<file path="config.mk">
export PLATFORM = sky130hd
export DESIGN_NAME = comm_window_ctrl
export DESIGN_NICKNAME = d
export VERILOG_FILES = /design/src/rtl/cw_pkg.sv /design/src/rtl/cw_datapath.sv /design/src/rtl/cw_control.sv /design/src/rtl/comm_window_ctrl.sv
export SDC_FILE = /design/constraint.sdc
export NUM_CORES = 1
export LEC_CHECK = 0
export BUFFER_PORTS_ARGS = -buffer_cell sky130_fd_sc_hd__buf_2
export CAP_MARGIN = 30
export CELL_PAD_IN_SITES_DETAIL_PLACEMENT = 1
export CELL_PAD_IN_SITES_GLOBAL_PLACEMENT = 2
export CORE_ASPECT_RATIO = 0.75
export CORE_MARGIN = 3
export CORE_UTILIZATION = 37
export CTS_BUF_LIST = sky130_fd_sc_hd__clkbuf_8
export DETAILED_ROUTE_END_ITERATION = 8
export GPL_TIMING_DRIVEN = 0
export PLACE_DENSITY_LB_ADDON = 0.1
export SKIP_LAST_GASP = 1
export SLEW_MARGIN = 20
export SYNTH_ARGS = -nofsm -noshare
export SYNTH_HDL_FRONTEND = slang
export SYNTH_SLANG_ARGS = --single-unit
</file>
<file path="constraint.sdc">
create_clock -name clk -period 2.9 [get_ports clk]
set_clock_uncertainty 0.15 [all_clocks]
set_input_delay 0.58 -clock clk [delete_from_list [all_inputs] [get_ports clk]]
set_output_delay 0.58 -clock clk [all_outputs]
set_load 0.02 [all_outputs]
</file>
<file path="src/rtl/cw_pkg.sv">
package cw_pkg;
  localparam int EV_NUM    = 7;
  localparam int EV_RECAL  = 4;
  localparam int EV_SWITCH = 6;

  typedef enum logic [1:0] {
    ST_SENSE  = 2'd0,
    ST_WINDOW = 2'd1,
    ST_FWAIT  = 2'd2,
    ST_FXFER  = 2'd3
  } cwState_e;

  typedef struct packed {
    logic openWin;
    logic closeWin;
  } cwStrobe_t;
endpackage

</file>
<file path="src/rtl/cw_datapath.sv">
module cw_datapath
  import cw_pkg::*;
#(
  parameter int CLK_PER_MS = 100000,
  parameter int WAKE_CYC   = 15000,
  parameter int TO_W       = 16
) (
  input  logic              clk,
  input  logic              rstN,
  input  logic              cycleDone,
  input  logic [5:0]        changeIn,
  input  logic [EV_NUM-1:0] evEnable,
  input  logic              eventMode,
  input  logic              swPin,
  input  logic              swActiveLow,
  input  logic [TO_W-1:0]   timeoutMs,
  input  logic              lowPower,
  input  logic              addrMatch,
  input  logic              i2cStop,
  input  cwStrobe_t         strb,
  input  logic              inWindow,
  output logic              wantWindow,
  output logic              expired,
  output logic              ackOk,
  output logic              swState,
  output logic              recalFlag
);
  localparam int PRE_W = (CLK_PER_MS > 1) ? $clog2(CLK_PER_MS) : 1;
  localparam int GRD_W = $clog2(WAKE_CYC + 1);

  logic              swNow;
  logic [EV_NUM-1:0] newEv;
  logic [EV_NUM-1:0] pending;
  logic              recalCur;
  logic [PRE_W-1:0]  preCnt;
  logic [TO_W-1:0]   msCnt;
  logic              nackPend;
  logic              guardRun;
  logic [GRD_W-1:0]  guardCnt;
  logic              wakeArmed;
  logic              refuse;

  assign swNow      = swPin ^ swActiveLow;
  assign newEv      = {cycleDone && (swNow != swState), changeIn};
  assign wantWindow = !eventMode || (|((pending | newEv) & evEnable));
  assign expired    = inWindow && (timeoutMs != '0) && (msCnt == timeoutMs);
  assign ackOk      = !lowPower || wakeArmed;
  assign refuse     = addrMatch && !ackOk;

  // event latch: new events win over a clear in the same clock
  always_ff @(posedge clk or negedge rstN) begin
    if (!rstN) pending <= '0;
    else       pending <= (strb.closeWin ? '0 : pending) | newEv;
  end

  always_ff @(posedge clk or negedge rstN) begin
    if (!rstN) begin
      swState   <= 1'b0;
      recalCur  <= 1'b0;
      recalFlag <= 1'b0;
    end else if (cycleDone) begin
      swState   <= swNow;
      recalFlag <= recalCur | changeIn[EV_RECAL];
      recalCur  <= 1'b0;
    end else begin
      recalCur  <= recalCur | changeIn[EV_RECAL];
    end
  end

  // window timer: prescaler to milliseconds, saturating ms count
  always_ff @(posedge clk or negedge rstN) begin
    if (!rstN) begin
      preCnt <= '0;
      msCnt  <= '0;
    end else if (strb.openWin) begin
      preCnt <= '0;
      msCnt  <= '0;
    end else if (inWindow) begin
      if (preCnt == PRE_W'(CLK_PER_MS - 1)) begin
        preCnt <= '0;
        if (msCnt != '1) msCnt <= msCnt + 1'b1;
      end else begin
        preCnt <= preCnt + 1'b1;
      end
    end
  end

  // wake guard after a refused addressing
  always_ff @(posedge clk or negedge rstN) begin
    if (!rstN) begin
      nackPend  <= 1'b0;
      guardRun  <= 1'b0;
      guardCnt  <= '0;
      wakeArmed <= 1'b0;
    end else if (!lowPower) begin
      nackPend  <= 1'b0;
      guardRun  <= 1'b0;
      guardCnt  <= '0;
      wakeArmed <= 1'b0;
    end else if (i2cStop && (nackPend || refuse)) begin
      nackPend  <= 1'b0;
      guardRun  <= 1'b1;
      guardCnt  <= '0;
    end else begin
      if (refuse) nackPend <= 1'b1;
      if (guardRun) begin
        if (guardCnt == GRD_W'(WAKE_CYC - 1)) begin
          guardRun  <= 1'b0;
          wakeArmed <= 1'b1;
        end else begin
          guardCnt <= guardCnt + 1'b1;
        end
      end
    end
  end

  // acceptance while asleep only follows a running guard
  p_wake_after_guard_r9: assert property (@(posedge clk) disable iff (!rstN)
    ($rose(ackOk) && lowPower) |-> $past(guardRun));

  // the recalibration flag only moves at a cycle boundary
  p_recal_hold_r8: assert property (@(posedge clk) disable iff (!rstN)
    !$stable(recalFlag) |-> $past(cycleDone));

  // the switch state only moves at a cycle boundary
  p_sw_sample_r7: assert property (@(posedge clk) disable iff (!rstN)
    !$stable(swState) |-> $past(cycleDone));
endmodule

</file>
<file path="src/rtl/cw_control.sv">
module cw_control
  import cw_pkg::*;
(
  input  logic      clk,
  input  logic      rstN,
  input  logic      cycleDone,
  input  logic      wantWindow,
  input  logic      expired,
  input  logic      endCmd,
  input  logic      i2cStop,
  input  logic      addrMatch,
  input  logic      ackOk,
  output cwStrobe_t strb,
  output logic      rdy,
  output logic      stretch,
  output logic      inWindow
);
  cwState_e state, stateNxt;

  always_comb begin
    stateNxt      = state;
    strb.openWin  = 1'b0;
    strb.closeWin = 1'b0;
    unique case (state)
      ST_SENSE: begin
        if (addrMatch && ackOk) begin
          stateNxt = cycleDone ? ST_FXFER : ST_FWAIT;
        end else if (cycleDone && wantWindow) begin
          stateNxt     = ST_WINDOW;
          strb.openWin = 1'b1;
        end
      end
      ST_WINDOW: begin
        if (endCmd || expired) begin
          stateNxt      = ST_SENSE;
          strb.closeWin = 1'b1;
        end
      end
      ST_FWAIT: if (cycleDone) stateNxt = ST_FXFER;
      ST_FXFER: if (i2cStop || endCmd) stateNxt = ST_SENSE;
      default:  stateNxt = ST_SENSE;
    endcase
  end

  always_ff @(posedge clk or negedge rstN) begin
    if (!rstN) state <= ST_SENSE;
    else       state <= stateNxt;
  end

  assign rdy      = (state == ST_WINDOW);
  assign inWindow = rdy;
  assign stretch  = (state == ST_FWAIT);

  // a window only opens right after a cycle ends
  p_open_after_cycle_r2: assert property (@(posedge clk) disable iff (!rstN)
    $rose(rdy) |-> $past(cycleDone));

  // end command closes, a bare STOP does not
  p_end_closes_r5: assert property (@(posedge clk) disable iff (!rstN)
    (rdy && endCmd) |=> !rdy);
  p_stop_keeps_r5: assert property (@(posedge clk) disable iff (!rstN)
    (rdy && i2cStop && !endCmd && !expired) |=> rdy);

  // an expired limit closes the window
  p_timeout_closes_r6: assert property (@(posedge clk) disable iff (!rstN)
    expired |=> !rdy);

  // a stretched access never shows ready
  p_force_quiet_r10: assert property (@(posedge clk) disable iff (!rstN)
    stretch |=> !rdy);
endmodule

</file>
<file path="src/rtl/comm_window_ctrl.sv">
module comm_window_ctrl
  import cw_pkg::*;
#(
  parameter int CLK_PER_US = 100,
  parameter int US_PER_MS  = 1000,
  parameter int WAKE_US    = 150,
  parameter int TO_W       = 16
) (
  input  logic              clk,
  input  logic              rstN,
  input  logic              cycleDone,
  input  logic [5:0]        changeIn,
  input  logic [EV_NUM-1:0] evEnable,
  input  logic              eventMode,
  input  logic              swPin,
  input  logic              swActiveLow,
  input  logic [TO_W-1:0]   timeoutMs,
  input  logic              lowPower,
  input  logic              addrMatch,
  input  logic              i2cStop,
  input  logic              endCmd,
  output logic              rdy,
  output logic              stretch,
  output logic              addrAck,
  output logic              swState,
  output logic              recalFlag
);
  localparam int CLK_PER_MS = CLK_PER_US * US_PER_MS;
  localparam int WAKE_CYC   = CLK_PER_US * WAKE_US;

  cwStrobe_t strb;
  logic      inWindow;
  logic      wantWindow;
  logic      expired;
  logic      ackOk;

  cw_control ctrl_i (
    .clk(clk), .rstN(rstN), .cycleDone(cycleDone), .wantWindow(wantWindow),
    .expired(expired), .endCmd(endCmd), .i2cStop(i2cStop),
    .addrMatch(addrMatch), .ackOk(ackOk), .strb(strb), .rdy(rdy),
    .stretch(stretch), .inWindow(inWindow)
  );

  cw_datapath #(.CLK_PER_MS(CLK_PER_MS), .WAKE_CYC(WAKE_CYC), .TO_W(TO_W)) dp_i (
    .clk(clk), .rstN(rstN), .cycleDone(cycleDone), .changeIn(changeIn),
    .evEnable(evEnable), .eventMode(eventMode), .swPin(swPin),
    .swActiveLow(swActiveLow), .timeoutMs(timeoutMs), .lowPower(lowPower),
    .addrMatch(addrMatch), .i2cStop(i2cStop), .strb(strb),
    .inWindow(inWindow), .wantWindow(wantWindow), .expired(expired),
    .ackOk(ackOk), .swState(swState), .recalFlag(recalFlag)
  );

  assign addrAck = ackOk;
endmodule

</file>
==> impl_metrics.env, run 1 <==
export IMPL_outcome="finished clean"
export IMPL_antenna_found_initial=0
export IMPL_clk_latency_ns=0.34
export IMPL_ant_nets=0
export IMPL_post_cts_buffers=0
export IMPL_worst_slew_pin_slew_ns=0.790
export IMPL_holdWs_ns=0.00812
export IMPL_cts_clk_slew_worst_paths_ns=0.07
export IMPL_yosysWarnings=0
export IMPL_port_buffers=42
export IMPL_mostFrequentLayoutCell="dfrtp_1"
export IMPL_multi_input_area_mm2=0.00180
export IMPL_finalWorstSetupSlack_ns=0.367
export IMPL_powerDensity_mw_per_mm2=559
export IMPL_grt_max_degree=36
export IMPL_ir_worst_vdd_mv=0.345
export IMPL_netSwitchingPower_uw=640
export IMPL_fin_crit_sh_pct=87.3
export IMPL_hpwlAfterDp_mm=6.67
export IMPL_postCtsHoldBufs=0
export IMPL_wl_met2_mm=3.90
export IMPL_nNetsFinal=469
export IMPL_path_class="register to register"
export IMPL_reg2reg_slack_ns=0.37
export IMPL_num_rows=29
export IMPL_yosysSeqAreaShare_pct=45.3
export IMPL_drt_iter0_drc=141
export IMPL_n_antenna_cell=0
export IMPL_cts_tree="yes"
export IMPL_final_cell_area_mm2=0.00404
export IMPL_syn_avg_cell_area_um2=9.20
export IMPL_place_ws_ns=0.0204
export IMPL_p_leak_nw=1.70
export IMPL_p_clk_share_pct=39.5
export IMPL_grt_pass1_vias=3115
export IMPL_clk_path_buf_depth=2
export IMPL_ys_ff_latch=62
export IMPL_firstDrtPassIters=4
export IMPL_arrival_ns=2.60
export IMPL_nFillCells=1027
export IMPL_layout_cells_most_common_list="62 x dfrtp_1, 45 x nor2_1, 44 x buf_2, 27 x o21ai_0, 25 x a21oi_1"
export IMPL_combPwrFrac_pct=16.7
export IMPL_hold_class="input port to asynchronous set/reset pin"
export IMPL_synth_area_mm2=0.00342
export IMPL_areaGrowthSynthToFinish_pct=18.0
export IMPL_routed_wl_mm=8.91
export IMPL_final_layout_size_suffix_gt1_share_pct=15.0
export IMPL_synth_fp_nets=414
export IMPL_gp_congestion=0.778
export IMPL_cp_end_kind="register"
export IMPL_netlist_area_leader_share_pct=45.3
export IMPL_drc=0
export IMPL_highest_signal_layer="met4"
export IMPL_intPower_mw=1.62
export IMPL_die_width_um=117
export IMPL_rsz0062_at_grt="no"
export IMPL_r2r_start="dp_i.msCnt[6]"
export IMPL_post_cts_resized=0
export IMPL_setup_violations=0
export IMPL_start_util_pct=39.3
export IMPL_grt_pass1_wl_mm=15.3
export IMPL_die_h_um=89.3
export IMPL_synth_cell_types=47
export IMPL_cts_htree_levels=3
export IMPL_synthCells=372
export IMPL_synth_area_leader_cell="dfrtp_1"
export IMPL_critPathMaxFanout=10
export IMPL_grt_overflow=0
export IMPL_slew_violations=0
export IMPL_synth_main_ff_cell="dfrtp_1"
export IMPL_dpl_cell_area_mm2=0.00380
export IMPL_io_pins=44
export IMPL_synth_async_reset_ratio_pct=100
export IMPL_core_area_mm2=0.00871
export IMPL_period_needed_ns=2.53
export IMPL_dieArea_mm2=0.0105
export IMPL_seqPwrFrac_pct=43.9
export IMPL_fmax_ghz=0.395
export IMPL_cap_violations=0
export IMPL_ys_top_cells_by_area="dfrtp_1 45%, xnor2_1 6.1%, xor2_1 5.1%"
export IMPL_clock_sinks=62
export IMPL_wl_met3_um=374
export IMPL_routedLengthMet1_mm=4.58
export IMPL_cts_root_buf="clkbuf_8"
export IMPL_reg2reg_to="dp_i.msCnt[1]"
export IMPL_start_kind="register"
export IMPL_vias=2922
export IMPL_swShare_pct=28.4
export IMPL_synth_edff_count=0
export IMPL_reg2reg_depth=8
export IMPL_crit_required_ns=2.96
export IMPL_gr_usage_all_layers_pct=18.8
export IMPL_wl_per_cell_um=16.5
export IMPL_register_area_mm2=0.00155
export IMPL_via_per_inst=5.41
export IMPL_slew_headroom_pct=47.0
export IMPL_numCtsBuffers=9
export IMPL_hold_violations=0
==> cell type report <==
cell class              instances  area share, %
clock buffers                  12           4.09
well taps                     108           3.35
clock inverters                 4           1.70
repair buffers                 44           5.95
inverters                       6          0.558
multi-input cells             291           44.6
flip-flops and latches         62           38.4
plain buffers                  13           1.30
==> critical path: stages, from the launching register on <==
cell	delay, ns
dfrtp_1	0.32
clkbuf_1	0.30
nand4_1	0.27
nor4_1	0.48
or3_1	0.17
buf_2	0.18
buf_2	0.26
mux2i_1	0.21
nor2_1	0.05
==> power by group through the flow <==
stage          combinational, mW  clock [mW]  sequential [mW]
6_report                   0.376       0.890            0.990
3_5_place_dp               0.387           0             1.00
4_1_cts                    0.385       0.924            0.990
3_3_place_gp               0.372           0             1.00
2_1_floorplan              0.234           0            0.992
5_1_grt                    0.431       0.968            0.999
==> worst max-delay path by stage <==
stage                  start         endpoint  slack [ns]
6_report       dp_i.msCnt[6]    dp_i.msCnt[1]        0.37
5_1_grt        dp_i.msCnt[6]   dp_i.msCnt[14]        0.09
2_1_floorplan    swActiveLow  dp_i.preCnt[10]        0.63
3_3_place_gp    timeoutMs[8]  dp_i.pending[0]       -0.23
4_1_cts        dp_i.msCnt[6]    dp_i.msCnt[1]        0.36
3_5_place_dp     swActiveLow   dp_i.preCnt[9]        0.02
==> Yosys cell counts (2+ instances only) <==
library cell	n
dfrtp_1	62
nor2_1	45
o21ai_0	27
a21oi_1	25
xnor2_1	24
nand2_1	20
xor2_1	20
nand4_1	19
nand3_1	16
nand2b_1	14
or3_1	12
nor4_1	11
clkbuf_1	9
inv_1	6
and3_1	5
and4_1	5
and2_1	4
nor3_1	4
o31ai_1	4
a21o_1	3
buf_2	3
ha_1	3
nand4bb_1	3
or4_1	3
mux2i_1	2
nand3b_1	2
==> stage by stage <==
step,setup TNS (ns),total power [mW],util [%],cells
2_1_floorplan,0,1.23,-,372
3_3_place_gp,-1.63,1.37,43.3,522
3_5_place_dp,0,1.39,43.7,524
4_1_cts,0,2.30,46.4,540
5_1_grt,0,2.40,46.4,540
6_report,0,2.26,46.4,540
==> layer usage <==
layer / track usage, % / vias up
li1: - / 1440
met1: 26.8 / 1428
met2: 28.2 / 49
met3: 5.62 / 5
met4: 4.17 / 0
met5: 0 / -
==> state kept, by name (all words and copies together) (netlist names) <==
| signal | flops |
|---|---|
| dp_i.wakeArmed | 1 |
| dp_i.guardRun | 1 |
| dp_i.guardCnt | 14 |
| dp_i.recalCur | 1 |
| dp_i.recalFlag | 1 |
| dp_i.preCnt | 17 |
| dp_i.pending | 7 |
| dp_i.msCnt | 16 |
| ctrl_i.state | 2 |
| dp_i.nackPend | 1 |
| dp_i.swState | 1 |
==> cells by family (layout without fill, tap and decap cells) <==
family,count (synthesis),in the layout,share of synthesized area (%)
muxes,2,2,0.585
AOI/OAI and AO/OA,70,70,11.7
DFF,62,62,45.3
and+or+nand+nor,171,171,27.2
xor gates and xnor gates,45,45,12.0
buffers and inverters,19,79,2.19
adders and majority gates,3,3,1.10
Power figures use the tool's default switching activity.
==> run 2, diff against run 1 <==
--- a/config.mk
+++ b/config.mk
@@ -16,6 +16,7 @@
 export DETAILED_ROUTE_END_ITERATION = 8
 export GPL_TIMING_DRIVEN = 0
 export PLACE_DENSITY_LB_ADDON = 0.1
+export REMOVE_ABC_BUFFERS = 1
 export SKIP_LAST_GASP = 1
 export SLEW_MARGIN = 20
 export SYNTH_ARGS = -nofsm -noshare
==> impl_metrics.env, run 2 (synthesis gave the netlist of run 1 again) <==
export IMPL_outcome="finished clean"
export IMPL_port_buffers=43
export IMPL_grt_pass1_wl_mm=14.8
export IMPL_wl_met3_um=366
export IMPL_ant_nets=0
export IMPL_hold_class="input port to register"
export IMPL_hpwlAfterDp_mm=6.40
export IMPL_mostFrequentLayoutCell="dfrtp_1"
export IMPL_gr_usage_all_layers_pct=18.4
export IMPL_nNetsFinal=460
export IMPL_drt_iter0_drc=114
export IMPL_vias=2907
export IMPL_grt_overflow=0
export IMPL_slew_headroom_pct=54.0
export IMPL_power_mw=2.26
export IMPL_worst_slew_pin_slew_ns=0.690
export IMPL_cap_violations=0
export IMPL_areaGrowthSynthToFinish_pct=18.5
export IMPL_cts_root_buf="clkbuf_8"
export IMPL_p_leak_nw=1.70
export IMPL_core_area_mm2=0.00871
export IMPL_setup_violations=0
export IMPL_grt_pass1_vias=2931
export IMPL_io_pins=44
export IMPL_routedLengthMet1_mm=4.54
export IMPL_num_rows=29
export IMPL_reg_top3="dp_i.preCnt (17), dp_i.msCnt (16), dp_i.guardCnt (14)"
export IMPL_gp_congestion=0.735
export IMPL_via_per_inst=5.47
export IMPL_routed_wl_mm=8.70
export IMPL_cts_clk_slew_worst_paths_ns=0.07
export IMPL_path_class="register to register"
export IMPL_layout_cells_most_common_list="62 x dfrtp_1, 44 x nor2_1, 42 x buf_2, 27 x o21ai_0, 25 x a21oi_1"
export IMPL_highest_signal_layer="met4"
export IMPL_wl_met2_mm=3.74
export IMPL_start_kind="register"
export IMPL_start_util_pct=39.3
export IMPL_wl_per_cell_um=16.4
export IMPL_largest_register="dp_i.preCnt"
export IMPL_cts_tree="yes"
export IMPL_firstDrtPassIters=4
export IMPL_arrival_ns=2.82
export IMPL_slew_violations=0
export IMPL_die_width_um=117
export IMPL_fmax_ghz=0.370
export IMPL_cts_htree_levels=3
export IMPL_final_layout_size_suffix_gt1_share_pct=16.3
export IMPL_drc=0
export IMPL_period_needed_ns=2.70
export IMPL_hold_violations=0
export IMPL_rsz0062_at_grt="no"
export IMPL_critPathMaxFanout=17
export IMPL_nFillCells=1035
export IMPL_grt_max_degree=44
export IMPL_die_h_um=89.3
export IMPL_n_antenna_cell=0
export IMPL_final_cells=531
export IMPL_clock_sinks=62
export IMPL_numCtsBuffers=9
export IMPL_clk_latency_ns=0.34
export IMPL_largest_reg_flops=17
export IMPL_antenna_found_initial=0
export IMPL_crit_required_ns=3.01
export IMPL_place_inst=514
export IMPL_post_cts_buffers=0
export IMPL_cp_end_kind="register"
export IMPL_clk_path_buf_depth=2
export IMPL_fin_crit_sh_pct=93.2
export IMPL_powerDensity_mw_per_mm2=558
export IMPL_dieArea_mm2=0.0105
export IMPL_ir_worst_vdd_mv=0.290
==> run 2: per-stage QoR <==
step	setup slack, ns	setup TNS (ns)	hold slack, ns	area, um2	util [%]
floorplan	-0.311	-4.09	0.134	3370	-
global placement	-1.85	-56.23	0.313	3720	42.7
detailed placement	0.0768	0	0.323	3810	43.7
CTS	0.0460	0	0.282	4050	46.5
global route	0.00693	0	0.291	4060	46.6
finish	0.197	0	0.298	4060	46.6
==> run 2: layer usage <==
metal  vias up  global-route usage (%)
li1       1431                       -
met1      1428                    26.4
met2        44                    27.3
met3         4                    5.01
met4         0                    5.00
met5         -                       0
==> run 2: final timing paths <==
path | startpoint | to | slack [ns] | cells after the start
worst max-delay path | ctrl_i.state[1] | dp_i.msCnt[13] | 0.20 | 5
worst min-delay path | changeIn[2] | dp_i.pending[2] | 0.30 | 3
worst max register to register | ctrl_i.state[1] | dp_i.msCnt[13] | 0.20 | 5
worst min register to register | dp_i.recalCur | dp_i.recalCur | 0.34 | 2
max in group asynchronous | rstN | dp_i.guardCnt[6] | 1.58 | 3
min in group asynchronous | rstN | dp_i.recalFlag | 0.51 | 2
==> run 2: layout make-up <==
cell class	instances	area (um2)	area share, %
sequential	62	1550	38.2
tap	108	135	3.33
clock buffer	12	165	4.07
multi-input combinational	291	1830	45.2
timing repair buffer	48	282	6.94
inverter	6	22.5	0.555
clock inverter	4	68.8	1.70
==> run 2: what timing repair did <==
item                                    4_1_cts  5_1_grt
hold buffers                                  1        0
resized for setup                             0        2
endpoints found under the setup margin        0        8
hold endpoints to repair                     19        0
==> run 2: worst max-delay path: stages (launching register included) <==
cell and delay [ns]:
dfrtp_1 0.42, nand2b_2 0.35, or2_0 0.31, or3_1 0.64, or4_1 0.60, a21oi_1 0.15
==> run 2: report_power, final <==
part | internal (mW) | total [mW] | switching (mW)
combinational | 0.148 | 0.391 | 0.243
clock | 0.550 | 0.885 | 0.335
sequential | 0.928 | 0.988 | 0.0598
total | 1.63 | 2.26 | 0.638
